[src/rtl/rtc_pkg.sv]
package rtc_pkg;

  typedef struct packed {
    logic [6:0] sec;
    logic [6:0] min;
    logic [6:0] hour;
    logic [6:0] dow;
    logic [6:0] dom;
    logic [6:0] mon;
    logic [6:0] year;
  } rtc_time_t;

  localparam int N_EVT = 3;

  localparam logic [3:0] A_SEC   = 4'd0;
  localparam logic [3:0] A_MIN   = 4'd1;
  localparam logic [3:0] A_HOUR  = 4'd2;
  localparam logic [3:0] A_DOW   = 4'd3;
  localparam logic [3:0] A_DOM   = 4'd4;
  localparam logic [3:0] A_MON   = 4'd5;
  localparam logic [3:0] A_YEAR  = 4'd6;
  localparam logic [3:0] A_ASEC  = 4'd7;
  localparam logic [3:0] A_AMIN  = 4'd8;
  localparam logic [3:0] A_AHOUR = 4'd9;
  localparam logic [3:0] A_RATE  = 4'd10;
  localparam logic [3:0] A_CTRL  = 4'd11;
  localparam logic [3:0] A_FLAGS = 4'd12;

  localparam logic [7:0] ALM_ANY = 8'hC0;

  function automatic logic [7:0] to_bcd(input logic [6:0] v);
    logic [6:0] tens;
    logic [6:0] ones;
    tens = v / 7'd10;
    ones = v % 7'd10;
    return {tens[3:0], ones[3:0]};
  endfunction

  function automatic logic [6:0] from_bcd(input logic [7:0] b);
    return 7'({3'b000, b[7:4]} * 7'd10 + {3'b000, b[3:0]});
  endfunction

  function automatic logic [7:0] enc_field(input logic [6:0] v, input logic bin);
    return bin ? {1'b0, v} : to_bcd(v);
  endfunction

  function automatic logic [6:0] dec_field(input logic [7:0] b, input logic bin);
    return bin ? b[6:0] : from_bcd(b);
  endfunction

  function automatic logic [7:0] enc_hour(input logic [6:0] h, input logic bin,
                                          input logic hr24);
    logic [6:0] h12;
    logic [7:0] e;
    if (hr24) return enc_field(h, bin);
    if (h == 7'd0)       h12 = 7'd12;
    else if (h > 7'd12)  h12 = h - 7'd12;
    else                 h12 = h;
    e = enc_field(h12, bin);
    return {(h >= 7'd12), e[6:0]};
  endfunction

  function automatic logic [6:0] dec_hour(input logic [7:0] b, input logic bin,
                                          input logic hr24);
    logic [6:0] base;
    if (hr24) return dec_field(b, bin);
    base = dec_field({1'b0, b[6:0]}, bin);
    if (base == 7'd12) base = 7'd0;
    return b[7] ? base + 7'd12 : base;
  endfunction

  function automatic logic [6:0] days_in_month(input logic [6:0] mon,
                                               input logic [6:0] year);
    case (mon)
      7'd2:                      return (year[1:0] == 2'b00) ? 7'd29 : 7'd28;
      7'd4, 7'd6, 7'd9, 7'd11:   return 7'd30;
      default:                   return 7'd31;
    endcase
  endfunction

endpackage

[src/rtl/rtc_prescaler.sv]
module rtc_prescaler #(
  parameter int DIV_W = 15
) (
  input  logic       clk,
  input  logic       rst_n,
  input  logic       ref_en,
  input  logic [3:0] rate_code,
  output logic       sec_tick,
  output logic       per_tick
);
  localparam logic [DIV_W-1:0] CNT_ONE = DIV_W'(1);

  logic [DIV_W-1:0] cnt_q, cnt_d;
  logic [DIV_W-1:0] mask;
  logic             rate_valid;

  always_comb begin
    mask = '0;
    for (int i = 0; i < DIV_W; i++) begin
      mask[i] = (i < (int'(rate_code) - 1));
    end
  end

  assign rate_valid = (rate_code >= 4'd3);
  assign sec_tick   = ref_en && (&cnt_q);
  assign per_tick   = ref_en && rate_valid && ((cnt_q & mask) == mask);

  always_comb begin
    cnt_d = cnt_q;
    if (ref_en) cnt_d = cnt_q + CNT_ONE;
  end

  always_ff @(posedge clk or negedge rst_n) begin
    if (!rst_n) cnt_q <= '0;
    else        cnt_q <= cnt_d;
  end

  // a whole-second boundary is always a periodic boundary
  p_sec_is_periodic_r10: assert property (@(posedge clk) disable iff (!rst_n)
    (sec_tick && rate_valid) |-> per_tick);

endmodule

[src/rtl/rtc_timekeeper.sv]
module rtc_timekeeper
  import rtc_pkg::*;
(
  input  logic       clk,
  input  logic       rst_n,
  input  logic       tick,
  input  logic       wr_en,
  input  logic [2:0] wr_sel,
  input  logic [6:0] wr_val,
  input  logic       dst_en,
  output rtc_time_t  now_o
);
  rtc_time_t cur_q, nxt;
  logic      fell_q, fell_d;
  logic      spring_day, autumn_day, last_sec_of_hour;
  logic [6:0] dim;

  assign spring_day = (cur_q.mon == 7'd4)  && (cur_q.dow == 7'd1) && (cur_q.dom <= 7'd7);
  assign autumn_day = (cur_q.mon == 7'd10) && (cur_q.dow == 7'd1) && (cur_q.dom >= 7'd25);
  assign last_sec_of_hour = (cur_q.sec >= 7'd59) && (cur_q.min >= 7'd59);
  assign dim = days_in_month(cur_q.mon, cur_q.year);

  always_comb begin
    nxt    = cur_q;
    fell_d = fell_q;
    if (wr_en) begin
      case (wr_sel)
        3'd0:    nxt.sec  = wr_val;
        3'd1:    nxt.min  = wr_val;
        3'd2:    nxt.hour = wr_val;
        3'd3:    nxt.dow  = wr_val;
        3'd4:    nxt.dom  = wr_val;
        3'd5:    nxt.mon  = wr_val;
        default: nxt.year = wr_val;
      endcase
    end else if (tick) begin
      if (cur_q.sec < 7'd59) begin
        nxt.sec = cur_q.sec + 7'd1;
      end else begin
        nxt.sec = 7'd0;
        if (cur_q.min < 7'd59) begin
          nxt.min = cur_q.min + 7'd1;
        end else begin
          nxt.min = 7'd0;
          if (dst_en && (cur_q.hour == 7'd1) && spring_day) begin
            nxt.hour = 7'd3;
          end else if (dst_en && (cur_q.hour == 7'd1) && autumn_day && !fell_q) begin
            nxt.hour = 7'd1;
            fell_d   = 1'b1;
          end else if (cur_q.hour < 7'd23) begin
            nxt.hour = cur_q.hour + 7'd1;
            if (cur_q.hour == 7'd1) fell_d = 1'b0;
          end else begin
            nxt.hour = 7'd0;
            nxt.dow  = (cur_q.dow >= 7'd7) ? 7'd1 : cur_q.dow + 7'd1;
            if (cur_q.dom < dim) begin
              nxt.dom = cur_q.dom + 7'd1;
            end else begin
              nxt.dom = 7'd1;
              if (cur_q.mon < 7'd12) begin
                nxt.mon = cur_q.mon + 7'd1;
              end else begin
                nxt.mon  = 7'd1;
                nxt.year = (cur_q.year >= 7'd99) ? 7'd0 : cur_q.year + 7'd1;
              end
            end
          end
        end
      end
    end
  end

  always_ff @(posedge clk or negedge rst_n) begin
    if (!rst_n) begin
      cur_q.sec  <= 7'd0;
      cur_q.min  <= 7'd0;
      cur_q.hour <= 7'd0;
      cur_q.dow  <= 7'd1;
      cur_q.dom  <= 7'd1;
      cur_q.mon  <= 7'd1;
      cur_q.year <= 7'd0;
      fell_q     <= 1'b0;
    end else begin
      cur_q  <= nxt;
      fell_q <= fell_d;
    end
  end

  assign now_o = cur_q;

  // seconds step by one on a tick below 59
  p_sec_step_r2: assert property (@(posedge clk) disable iff (!rst_n)
    (tick && !wr_en && cur_q.sec < 7'd59) |=> (now_o.sec == $past(cur_q.sec) + 7'd1));

  // leap-year February reaches day 29
  p_leap_r5: assert property (@(posedge clk) disable iff (!rst_n)
    (tick && !wr_en && last_sec_of_hour && cur_q.hour == 7'd23 && cur_q.mon == 7'd2
     && cur_q.dom == 7'd28 && cur_q.year[1:0] == 2'b00) |=> (now_o.dom == 7'd29));

  // last second of year 99 wraps to year 0
  p_year_wrap_r6: assert property (@(posedge clk) disable iff (!rst_n)
    (tick && !wr_en && last_sec_of_hour && cur_q.hour == 7'd23 && cur_q.mon == 7'd12
     && cur_q.dom == 7'd31 && cur_q.year == 7'd99) |=> (now_o.year == 7'd0));

  // spring shift skips hour 2
  p_spring_r7: assert property (@(posedge clk) disable iff (!rst_n)
    (tick && !wr_en && dst_en && spring_day && last_sec_of_hour && cur_q.hour == 7'd1)
    |=> (now_o.hour == 7'd3));

  // after the repeat, the next pass moves on to hour 2
  p_autumn_once_r8: assert property (@(posedge clk) disable iff (!rst_n)
    (tick && !wr_en && dst_en && autumn_day && last_sec_of_hour && cur_q.hour == 7'd1
     && fell_q) |=> (now_o.hour == 7'd2));

endmodule

[src/rtl/rtc_irq.sv]
module rtc_irq
  import rtc_pkg::*;
(
  input  logic             clk,
  input  logic             rst_n,
  input  logic [N_EVT-1:0] set_i,
  input  logic [N_EVT-1:0] en_i,
  input  logic             clr_i,
  output logic [N_EVT-1:0] flags_o,
  output logic             irq_o
);
  logic [N_EVT-1:0] flag_q, flag_d;

  for (genvar g = 0; g < N_EVT; g++) begin : g_flag
    assign flag_d[g] = set_i[g] | (flag_q[g] & ~clr_i);
  end

  always_ff @(posedge clk or negedge rst_n) begin
    if (!rst_n) flag_q <= '0;
    else        flag_q <= flag_d;
  end

  assign flags_o = flag_q;
  assign irq_o   = |(flag_q & en_i);

  // a clearing read with nothing new leaves no flag
  p_clear_r13: assert property (@(posedge clk) disable iff (!rst_n)
    (clr_i && set_i == '0) |=> (flags_o == '0));

  // without a clearing read, set flags stay set
  p_sticky_r13: assert property (@(posedge clk) disable iff (!rst_n)
    !clr_i |=> ((flags_o & $past(flags_o)) == $past(flags_o)));

endmodule

[src/rtl/rtc_core.sv]
module rtc_core
  import rtc_pkg::*;
#(
  parameter int DIV_W = 15
) (
  input  logic       clk,
  input  logic       rst_n,
  input  logic       ref_en,
  input  logic       reg_wr,
  input  logic       reg_rd,
  input  logic [3:0] reg_addr,
  input  logic [7:0] reg_wdata,
  output logic [7:0] reg_rdata,
  output logic [2:0] evt_flags,
  output logic       irq
);
  rtc_time_t now;
  logic       sec_tick, per_tick;
  logic       time_wr, flag_clr;
  logic [6:0] wr_val;

  logic       dst_q, hr24_q, bin_q;
  logic [2:0] en_q;
  logic       dst_d, hr24_d, bin_d;
  logic [2:0] en_d;
  logic [3:0] rate_q, rate_d;
  logic [7:0] asec_q, amin_q, ahour_q;
  logic [7:0] asec_d, amin_d, ahour_d;
  logic       upd_q;
  logic       alarm_hit, upd_set, alm_set;
  logic [2:0] set_vec;

  rtc_prescaler #(.DIV_W(DIV_W)) u_presc (
    .clk       (clk),
    .rst_n     (rst_n),
    .ref_en    (ref_en),
    .rate_code (rate_q),
    .sec_tick  (sec_tick),
    .per_tick  (per_tick)
  );

  assign time_wr = reg_wr && (reg_addr <= A_YEAR);
  assign wr_val  = (reg_addr == A_HOUR) ? dec_hour(reg_wdata, bin_q, hr24_q)
                                        : dec_field(reg_wdata, bin_q);

  rtc_timekeeper u_time (
    .clk    (clk),
    .rst_n  (rst_n),
    .tick   (sec_tick),
    .wr_en  (time_wr),
    .wr_sel (reg_addr[2:0]),
    .wr_val (wr_val),
    .dst_en (dst_q),
    .now_o  (now)
  );

  // control, rate and alarm registers
  always_comb begin
    dst_d   = dst_q;
    hr24_d  = hr24_q;
    bin_d   = bin_q;
    en_d    = en_q;
    rate_d  = rate_q;
    asec_d  = asec_q;
    amin_d  = amin_q;
    ahour_d = ahour_q;
    if (reg_wr) begin
      case (reg_addr)
        A_ASEC:  asec_d  = reg_wdata;
        A_AMIN:  amin_d  = reg_wdata;
        A_AHOUR: ahour_d = reg_wdata;
        A_RATE:  rate_d  = reg_wdata[3:0];
        A_CTRL: begin
          dst_d  = reg_wdata[0];
          hr24_d = reg_wdata[1];
          bin_d  = reg_wdata[2];
          en_d   = reg_wdata[6:4];
        end
        default: ;
      endcase
    end
  end

  always_ff @(posedge clk or negedge rst_n) begin
    if (!rst_n) begin
      dst_q   <= 1'b0;
      hr24_q  <= 1'b0;
      bin_q   <= 1'b0;
      en_q    <= 3'b000;
      rate_q  <= 4'd0;
      asec_q  <= 8'd0;
      amin_q  <= 8'd0;
      ahour_q <= 8'd0;
      upd_q   <= 1'b0;
    end else begin
      dst_q   <= dst_d;
      hr24_q  <= hr24_d;
      bin_q   <= bin_d;
      en_q    <= en_d;
      rate_q  <= rate_d;
      asec_q  <= asec_d;
      amin_q  <= amin_d;
      ahour_q <= ahour_d;
      upd_q   <= upd_set;
    end
  end

  // alarm compare in the presented format, with don't-care bytes
  assign alarm_hit = ((asec_q  >= ALM_ANY) || (asec_q  == enc_field(now.sec, bin_q))) &&
                     ((amin_q  >= ALM_ANY) || (amin_q  == enc_field(now.min, bin_q))) &&
                     ((ahour_q >= ALM_ANY) || (ahour_q == enc_hour(now.hour, bin_q, hr24_q)));

  assign upd_set  = sec_tick && !time_wr;
  assign alm_set  = upd_q && alarm_hit;
  assign set_vec  = {per_tick, alm_set, upd_set};
  assign flag_clr = reg_rd && (reg_addr == A_FLAGS);

  rtc_irq u_irq (
    .clk     (clk),
    .rst_n   (rst_n),
    .set_i   (set_vec),
    .en_i    (en_q),
    .clr_i   (flag_clr),
    .flags_o (evt_flags),
    .irq_o   (irq)
  );

  always_comb begin
    case (reg_addr)
      A_SEC:   reg_rdata = enc_field(now.sec, bin_q);
      A_MIN:   reg_rdata = enc_field(now.min, bin_q);
      A_HOUR:  reg_rdata = enc_hour(now.hour, bin_q, hr24_q);
      A_DOW:   reg_rdata = enc_field(now.dow, bin_q);
      A_DOM:   reg_rdata = enc_field(now.dom, bin_q);
      A_MON:   reg_rdata = enc_field(now.mon, bin_q);
      A_YEAR:  reg_rdata = enc_field(now.year, bin_q);
      A_ASEC:  reg_rdata = asec_q;
      A_AMIN:  reg_rdata = amin_q;
      A_AHOUR: reg_rdata = ahour_q;
      A_RATE:  reg_rdata = {4'b0000, rate_q};
      A_CTRL:  reg_rdata = {1'b0, en_q, 1'b0, bin_q, hr24_q, dst_q};
      A_FLAGS: reg_rdata = {irq, evt_flags, 4'b0000};
      default: reg_rdata = 8'h00;
    endcase
  end

  // an alarm flag only appears the cycle after a second update
  p_alarm_after_update_r9: assert property (@(posedge clk) disable iff (!rst_n)
    $rose(evt_flags[1]) |-> $past(upd_q));

  // the update flag rises only on a second tick
  p_update_on_tick_r11: assert property (@(posedge clk) disable iff (!rst_n)
    $rose(evt_flags[0]) |-> $past(sec_tick));

  // a request implies a pending flag
  p_irq_needs_flag_r12: assert property (@(posedge clk) disable iff (!rst_n)
    irq |-> (evt_flags != 3'b000));

endmodule

[config.mk]
export PLATFORM = sky130hd
export DESIGN_NAME = rtc_core
export DESIGN_NICKNAME = d
export VERILOG_FILES = /design/src/rtl/rtc_pkg.sv /design/src/rtl/rtc_prescaler.sv /design/src/rtl/rtc_timekeeper.sv /design/src/rtl/rtc_irq.sv /design/src/rtl/rtc_core.sv
export SDC_FILE = /design/constraint.sdc
export NUM_CORES = 1
export LEC_CHECK = 0
export BUFFER_PORTS_ARGS = -buffer_cell sky130_fd_sc_hd__buf_2
export CORE_MARGIN = 2
export CORE_UTILIZATION = 40
export CTS_CLUSTER_SIZE = 16
export DETAILED_ROUTE_END_ITERATION = 8
export GPL_TIMING_DRIVEN = 0
export MAX_ROUTING_LAYER = met4
export SLEW_MARGIN = 10
export SYNTH_ARGS = -nofsm -noshare
export SYNTH_HDL_FRONTEND = slang
export SYNTH_SLANG_ARGS = --single-unit
[constraint.sdc]
create_clock -name clk -period 5.96 [get_ports clk]
set_clock_uncertainty 0.15 [all_clocks]
set_input_delay 0.298 -clock clk [delete_from_list [all_inputs] [get_ports clk]]
set_output_delay 0.298 -clock clk [all_outputs]
set_load 0.005 [all_outputs]
Word-level counts from Yosys, hierarchy flattened

Index checks and enable logic that the tools add are counted.

Flip-flop bits (word level): 103
Output and inout bits: 12
Bits of input ports: 17
Logic and storage cells: 244

Div/mod/pow operators: 18
Multiplexer cells: 58
Multiply operators: 2
Reductions and logical operators: 46
Bitwise gates (word level): 13
Equality and inequality tests: 44
$add $sub $neg: 13
Magnitude comparators: 31

Operators by type and width:

| operator              | count |
|---|---|
| $mux 7                | 32 |
| $pmux 8 s13           | 1 |
| $mux 49               | 2 |
| $mux 28               | 3 |
| $mux 8                | 10 |
| $div 7x4->7 const B   | 9 |
| $mod 7x4->7 const B   | 9 |
| $add 7x1->7 const B   | 7 |
| $mux 42               | 1 |
| $lt 5x5->1 const A    | 7 |
| $mux 35               | 1 |
| $eq 7x4->1 const B    | 4 |
| $eq 8x8->1            | 3 |
| $ge 8x8->1 const B    | 3 |
| $reduce_and 7->1      | 3 |
| $eq 4x4->1 const B    | 5 |
| $lt 4x5->1 const A    | 4 |
| $logic_and 1x1->1     | 17 |
| $eq 4x3->1 const B    | 4 |
| $ne 2x2->1 const B    | 8 |
| $add 15x1->15 const B | 1 |
| $and 15x15->15        | 1 |
| $eq 15x15->1          | 1 |
| $reduce_and 15->1     | 1 |
| other kinds (52)      | 88 |

Logic depth before layout (Yosys ltp)

Gate-level depths: netlist of run 1.

Word-level depth: 12
Depth in mapped cells: 27
Gate-level depth less buffers: 26

By module

From an unflattened synthesis of run 1, not the netlist that was laid out.

Cells, all modules: 1,513
Area total of the unflattened synthesis: 11,538.6 um^2

Modules (own cells, without submodules):

| module         | area an instance (um^2) | instances | sequential area each (um^2) | cells an instance |
|---|---|---|---|---|
| rtc_core       | 7,292.0                 | 1         | 875.8                       | 1,045 |
| rtc_timekeeper | 3,130.5                 | 1         | 1,255.0                     | 355 |
| rtc_prescaler  | 999.7                   | 1         | 375.4                       | 104 |
| rtc_irq        | 116.4                   | 1         | 75.1                        | 9 |

Worst setup path after synthesis of run 1

OpenSTA, ideal clock, no wires.

Path kind: register to output
Start point: reg u_time.cur_q, in the netlist u_time.now_o[31]
End point: out reg_rdata[1]
Arrival time: 4.659 ns
Data required time: 5.512 ns
Path slack: 0.853 ns
Buffers on the path: 1
Stages on the path, launching flop included: 26
Cells stage by stage: dfrtp_1 -> buf_2 -> inv_1 -> ha_1 -> o21ai_0 -> a41oi_4 -> nand3_1 -> inv_1 -> nor2_1 -> ha_1 -> a31oi_1 -> o21ai_0 -> o21ai_0 -> o211ai_1 -> nand2_1 -> inv_1 -> ha_1 -> a21boi_0 -> nor2_1 -> a2bb2oi_1 -> nand2_1 -> ha_1 -> o211ai_1 -> mux2i_1 -> nor2_1 -> o31ai_1

Word-level cells in the longest chain between the ends: 9
Elaborated cells between the ends (all ways): 14
Classes of those cells: add/sub (1); div (2); order compare (1); mux (9); reduce/logical (1)

Ends and longest elaborated chain:

| item                                      | line                 | source |
|---|---|---|
| start, declared                           | rtc_timekeeper.sv:13 | `rtc_time_t cur_q, nxt;` |
| start signal, assigned                    | rtc_timekeeper.sv:84 | `cur_q <= nxt;` |
| $sub 7x4->7 or $gt 7x4->1 (tied branches) | rtc_pkg.sv:57        | `else if (h > 7'd12) h12 = h - 7'd12;` |
| $mux 7                                    | rtc_pkg.sv:57        |  |
| $mux 7                                    | --                   |  |
| $mux 7                                    | rtc_pkg.sv:56        | `if (h == 7'd0) h12 = 7'd12;` |
| $mux 7                                    | rtc_core.sv:129      | `case (reg_addr)` |
| $mod 7x4->7                               | rtc_pkg.sv:35        | `ones = v % 7'd10;` |
| $mux 7                                    | rtc_pkg.sv:44        | `return bin ? {1'b0, v} : to_bcd(v);` |
| $mux 8 *                                  | rtc_pkg.sv:56        |  |
| $pmux 8 s13 *                             | rtc_core.sv:129      |  |
| end, declared                             | rtc_core.sv:13       | `output logic [7:0] reg_rdata,` |

Every way passes the cells marked *; elsewhere a longest branch is shown, timed or not. The select of a mux whose other input is x is not followed.

Worst setup path after layout of run 1

Start point: reg bin_q
End point: out reg_rdata[3]

Word-level cells in the longest chain between the ends: 4
Elaborated cells between the ends (all ways): 11
Classes of those cells: mux (11)

Ends and longest elaborated chain:

| item                   | line            | source |
|---|---|---|
| start, declared        | rtc_core.sv:22  | `logic dst_q, hr24_q, bin_q;` |
| start signal, assigned | rtc_core.sv:98  | `bin_q <= bin_d;` |
| $mux 8                 | rtc_pkg.sv:44   |  |
| $mux 8                 | rtc_pkg.sv:55   | `if (hr24) return enc_field(h, bin);` |
| $mux 8                 | rtc_pkg.sv:56   |  |
| $pmux 8 s13 *          | rtc_core.sv:129 |  |

Marked as above.

==> results of run 1 <==
-- flip-flops by register name (all words and copies together) (netlist names), 3 cells and up --
register / flops
rate_q: 4
amin_q: 8
u_irq.flags_o: 3
en_q: 3
u_presc.cnt_q: 15
asec_q: 8
ahour_q: 8
u_time.now_o: 49
-- where the power goes --
part / switching [W] / internal, W / total [W]
combinational: 0.00220 / 0.00145 / 0.00365
sequential: 0.000269 / 0.000896 / 0.00117
clock: 0.000356 / 0.000313 / 0.000669
-- path summary, 6_finish.rpt --
kind	from	endpoint	cells past startpoint
max	bin_q$_DFFE_PN0P_	reg_rdata[3]	12
min	reg_wdata[3]	rate_q[3]$_DFFE_PN0P_	3
max reg2reg	u_time.now_o[40]$_DFFE_PN0P_	u_irq.flags_o[1]$_DFF_PN0_	19
min reg2reg	u_presc.cnt_q[11]$_DFFE_PN0P_	u_presc.cnt_q[11]$_DFFE_PN0P_	1
max in group asynchronous	rst_n	u_time.now_o[14]$_DFFE_PN1P_	3
min in group asynchronous	rst_n	u_time.now_o[12]$_DFFE_PN0P_	2
-- metal layers --
| layer | routed length [um] | part of all wire, % | vias up | GRT usage [%] |
|---|---|---|---|---|
| li1 | - | - | 5362 | - |
| met1 | 17200 | 45 | 5517 | 37.2 |
| met2 | 17300 | 46 | 422 | 42.6 |
| met3 | 2430 | 6.4 | 57 | 3.41 |
| met4 | 833 | 2.2 | 0 | 7.20 |
| met5 | 0 | 0 | - | - |
-- Yosys cell counts, drive strengths merged (9+ instances only) --
cell and n:
nand2 153, o21ai 128, nor2 116, dfrtp 100, a21oi 99, clkbuf 71, inv 63, ha 55
xnor2 47, nor3 44, mux2 43, nand3 42, nor2b 30, a31oi 29, nand2b 28, a211oi 21
o211ai 20, mux2i 19, o22ai 19, xor2 18, a22o 15, and2 15, nand4 15, a22oi 14
a221oi 13, buf 12, o31ai 12, a21o 11, a32o 9, nor3b 9
-- through the flow --
| stage | hold WS [ps] | util [%] | setup WS [ps] | instances | area [um^2] |
|---|---|---|---|---|---|
| final | 110 | 45.0 | 156 | 1817 | 12100 |
| after global routing | 121 | 45.0 | 7.27 | 1817 | 12100 |
| after CTS | 98.8 | 44.5 | 24.6 | 1810 | 11900 |
| after detailed placement | 131 | 42.9 | -429 | 1787 | 11500 |
| after global placement | 333 | 42.6 | -314 | 1782 | 11400 |
| after floorplan | -148 | - | 853 | 1415 | 10900 |
-- worst max-delay path, stage by stage (launching register included) --
cell and delay, ps:
dfrtp_1 330, clkbuf_1 420, clkbuf_1 540, clkbuf_1 650
clkbuf_1 630, buf_1 630, buf_1 480, a21oi_1 80
a21oi_1 260, o21ai_0 120, a211oi_1 400, nand3_1 240
buf_2 200
-- area by class of cell --
| type | count | area [um^2] |
|---|---|---|
| fill | 2703 | 14700 |
| multi-input combinational | 1166 | 7840 |
| sequential | 103 | 2580 |
| tap | 341 | 427 |
| buffer | 83 | 337 |
| timing repair buffer | 45 | 309 |
| inverter | 63 | 240 |
| clock buffer | 9 | 225 |
| clock inverter | 7 | 104 |
-- cell families after synthesis --
kind of cell | synth area share (%)
compound gates | 30.2
xor+xnor | 5.24
fa+ha+maj | 6.71
buf+inv | 5.22
flops | 23.8
mux | 6.83
simple gates | 22.0
-- timing repair --
action	CTS	global route
setup buffers	6	7
pin swaps	3	2
endpoints found under the hold margin	47	0
hold buffers	1	0
setup endpoints to repair	6	4
resized for setup	10	18
==> impl_metrics.tcl, run 1 <==
set metrics [dict create \
    total_power_w 0.00549 \
    cp.required_ps 5510 \
    layout_min_cycle_time_ps 5800 \
    drv_slew 0 \
    synth_area_leader_cell "dfrtp_1" \
    synth.top_cell.area_share_pct 23.0 \
    synth_cell_type_count 92 \
    antenna_left 0 \
    die-area_um2 28500 \
    io_pins 29 \
    portBuffers 26 \
    syn_nets 1489 \
    path_max_fanout 10 \
    syn_area_per_cell_um2 7.67 \
    hpwl_um 28600 \
    post-route-drc-count 0 \
    syn_inst 1415 \
    std_cell_rows 60 \
    setup_viol 0 \
    htree_levels 3 \
    yosys_most_used_dff "dfrtp_1" \
    rsz0062_at_grt "no" \
    cts_root_buf "clkbuf_16" \
    relSlewSlack_pct 19.5 \
    max-clock-path-buffers 2 \
    firstDrtPassIters 6 \
    cp.arrival_ps 5360 \
    final_hold_viol_count 0 \
    drv_cap 0 \
    gp_congestion 1.01 \
    tightest_slew_ps 1200 \
    syn_area_um2 10900 \
    grt_pass1_vias 10300 \
    die_h_um 169 \
    vias 11400 \
    power_density_nw_per_um2 455 \
    cts_inserted_buffers 9 \
    most-common-layout-cells "nand2_1, o21ai_0, nor2_1" \
    seq_area_frac_synth_pct 23.8 \
    total_leakage_power_nw 4.80 \
    clk_latency_ps 380 \
    yosys-top-cells-area "dfrtp_1, ha_1, o21ai_0" \
    routedWlPerCell_um 20.8 \
    critPathKind "register to output pin" \
    end_kind "output pin" \
    drive_gt1_share_pct 11.2 \
    avgViaCountPerCell 6.25 \
    final_common_cell "nand2_1" \
    fin_crit_sh_pct 97.4 \
    critPathLaunchType "register" \
    area_growth_pct 11.1 \
    grt_max_degree 56 \
    grt_usage_pct 27.2 \
    ir_drop_mv 0.188 \
    start_util_pct 40.5 \
    grt_first_pass_wirelength_um 59300 \
    synth_edf_count 0 \
    dr.first_iter.drc_count 1144 \
    hold_class "input pin to register" \
    grt_overflow 0 \
    grt_antenna_before_repair 1 \
    ys_ff_latch 103 \
    outcome "complete, no violations" \
    async_flop_share_pct 100 \
    reg2reg_slack_ps 660 \
    die_w_um 169 \
    path_clk_slew_ps 90 \
    cts.sinks 103 \
    antenna_cells 0 \
    setup_tns_ps 0 \
    layout.nets 1545 \
    routed_wl_um 37800 \
    coreArea_um2 26800 \
    cts_tree "done" \
    yosysWarnings 0 \
    max_freq_ghz 0.172 \
]
No activity file was read; power rests on OpenSTA's default activity.
==> inputs of run 2 (changes only) <==
CTS_CLUSTER_DIAMETER = 30   (was not set)
SKIP_CTS_REPAIR_TIMING = 1   (was not set)
SYNTH_HIERARCHICAL = 1   (was not set)
==> run 2 against run 1 <==
  * Sequential share of layout area shrank 0.79 points
  * Register-to-register slack better by 220 ps
  * Non-clock buffer count up 6
  * Power shrank 44%
  * Critical path depth up 5
  * Count of clock-buffer cells in the layout stayed put
  * First-iteration DRC count grew 18%
  * Global-route usage is 1.0 points lower
==> impl_metrics.tcl, run 2 <==
set metrics [dict create \
    synth_cell_type_count 100 \
    hpwl_um 29800 \
    synth.top_cell.area_share_pct 21.7 \
    syn_inst 1513 \
    firstDrtPassIters 6 \
    yosysWarnings 6 \
    layout_min_cycle_time_ps 5370 \
    grt_usage_pct 26.2 \
    drive_gt1_share_pct 9.05 \
    relSlewSlack_pct 38.2 \
    ys_ff_latch 103 \
    crit_chain "clkbuf_1 > nor2b_1 > clkbuf_1 > a22oi_1 > o32ai_1 > a31oi_1 > ha_1 > clkbuf_1 > and2_1 > o32ai_1 > a211o_1 > a21o_1 > o31ai_1 > o221ai_1 > a2111oi_0 > o211ai_1 > buf_2" \
    portBuffers 26 \
    die_w_um 174 \
    syn_area_um2 11500 \
    drv_slew 0 \
    final_hold_viol_count 0 \
    path_max_fanout 10 \
    yosys_most_used_dff "dfrtp_1" \
    crit-reg2reg-launch "u_time/now_o[30]$_DFFE_PN0P_" \
    gp_congestion 0.989 \
    final_common_cell "nand2_1" \
    setup_viol 0 \
    seq_area_frac_synth_pct 22.4 \
    yosys-top-cells-area "dfrtp_1, o21ai_0, nand2_1" \
    post-route-cell-area_um2 12500 \
    die_h_um 174 \
    area_growth_pct 8.48 \
    synth_area_leader_cell "dfrtp_1" \
    cp.required_ps 5510 \
    hold_class "input pin to register" \
    total_leakage_power_nw 4.81 \
    grt_first_pass_wirelength_um 61700 \
    ir_drop_mv 0.195 \
    syn_area_per_cell_um2 7.63 \
    vias 12200 \
    async_flop_share_pct 100 \
    worstSetupStartpoint "u_time/now_o[44]$_DFFE_PN0P_" \
    antenna_left 0 \
    cp.arrival_ps 4920 \
    htree_levels 3 \
    slowest_stage "dfrtp_1" \
    avgViaCountPerCell 6.30 \
    die-area_um2 30200 \
    critPathKind "register to output pin" \
    std_cell_rows 62 \
    outcome "complete, no violations" \
    grtUsageMet3_pct 3.55 \
    cts_tree "done" \
    cts_root_buf "clkbuf_16" \
    fin_crit_sh_pct 90.1 \
    hold_path.startpoint "ref_en" \
    max_freq_ghz 0.186 \
    synth_edf_count 0 \
    reg2reg_slack_ps 880 \
    layout.nets 1611 \
    start_util_pct 40.4 \
    grt_busiest_layer "met2" \
    setup_tns_ps 0 \
    dpl_cell_area_um2 12200 \
    path_clk_slew_ps 80 \
    slowest_delay_ps 510 \
    grt_antenna_before_repair 1 \
    dr.first_iter.drc_count 1350 \
    total_power_w 0.00309 \
    max-clock-path-buffers 2 \
    cts_inserted_buffers 9 \
    crit_buf_inv 4 \
    routedWlPerCell_um 20.4 \
    fin_util_pct 43.8 \
    io_pins 29 \
    routed_wl_um 39600 \
    gr-usage-met2_pct 38.9 \
    grt_pass1_vias 11000 \
    largest_reg_flops 49 \
    grt_overflow 0 \
    post-route-drc-count 0 \
    cts.sinks 103 \
    critPathLaunchType "register" \
    cp_top_family "compound AO/OA/AOI/OAI gates" \
    most-common-layout-cells "nand2_1, o21ai_0, nor2_1" \
    end_kind "output pin" \
    grt_use_met1_pct 36.2 \
    tightest_slew_ps 920 \
    clk_latency_ps 360 \
    drv_cap 0 \
    yosys-top-cells-count "nand2_1, o21ai_0, nor2_1" \
    power_density_nw_per_um2 247 \
    rsz0062_at_grt "no" \
    syn_nets 1571 \
    grt_max_degree 84 \
    coreArea_um2 28500 \
    cp_common_cell "clkbuf_1" \
    yosysMostFrequentCell "nand2_1" \
    whs_ps 60.0 \
]
## run 2: report_power, final
group | switching [W] | internal (W) | total (W)
Combinational | 0.000874 | 0.000568 | 0.00144
Sequential | 0.000185 | 0.000809 | 0.000994
Clock | 0.000320 | 0.000337 | 0.000656
Total | 0.00138 | 0.00171 | 0.00309
## run 2: worst paths after layout
kind | to | depth (start not counted)
worst min register to register | u_presc/cnt_q[11]$_DFFE_PN0P_ | 1
worst max-delay path | reg_rdata[1] | 17
worst min-delay path | u_presc/cnt_q[0]$_DFFE_PN0P_ | 2
min in group asynchronous | u_time/now_o[5]$_DFFE_PN0P_ | 2
worst max register to register | u_irq/flags_o[1]$_DFF_PN0_ | 18
max in group asynchronous | u_presc/cnt_q[2]$_DFFE_PN0P_ | 3
## run 2: metal layers
metal	wire length (um)	vias to the layer above	share of wire [%]
met2	17200	559	44
met5	0	-	0
met4	1420	0	3.6
met1	17900	5845	45
met3	3020	96	7.6
li1	-	5733	-
## run 2: cell families (layout without fill, tap and decap cells)
kind of cell | count (synthesis) | count (layout) | share of synthesized area [%]
AOI/OAI and AO/OA | 501 | 501 | 29.5
xor gates and xnor gates | 70 | 70 | 5.31
adders and majority gates | 43 | 43 | 4.75
buffers and inverters | 164 | 209 | 5.87
DFF | 103 | 103 | 22.4
muxes | 70 | 70 | 6.79
other | 0 | 1 | 0
and+or+nand+nor | 562 | 562 | 25.4
## run 2: stage by stage
stage / setup slack (ps) / instances
after floorplan: 1840 / 1513
after global placement: 943 / 1923
after detailed placement: 938 / 1925
after CTS: 623 / 1941
after global routing: 258 / 1943
final: 589 / 1943
## run 2: layout make-up
cell class                 count  area [um^2]
fill                        3027        16000
multi-input combinational   1246         8290
sequential                   103         2580
timing repair buffer          29          179
buffer                       105          455
inverter                      59          221
antenna                        1         2.50
clock buffer                   9          225
clock inverter                 7         86.3
tap                          384          480
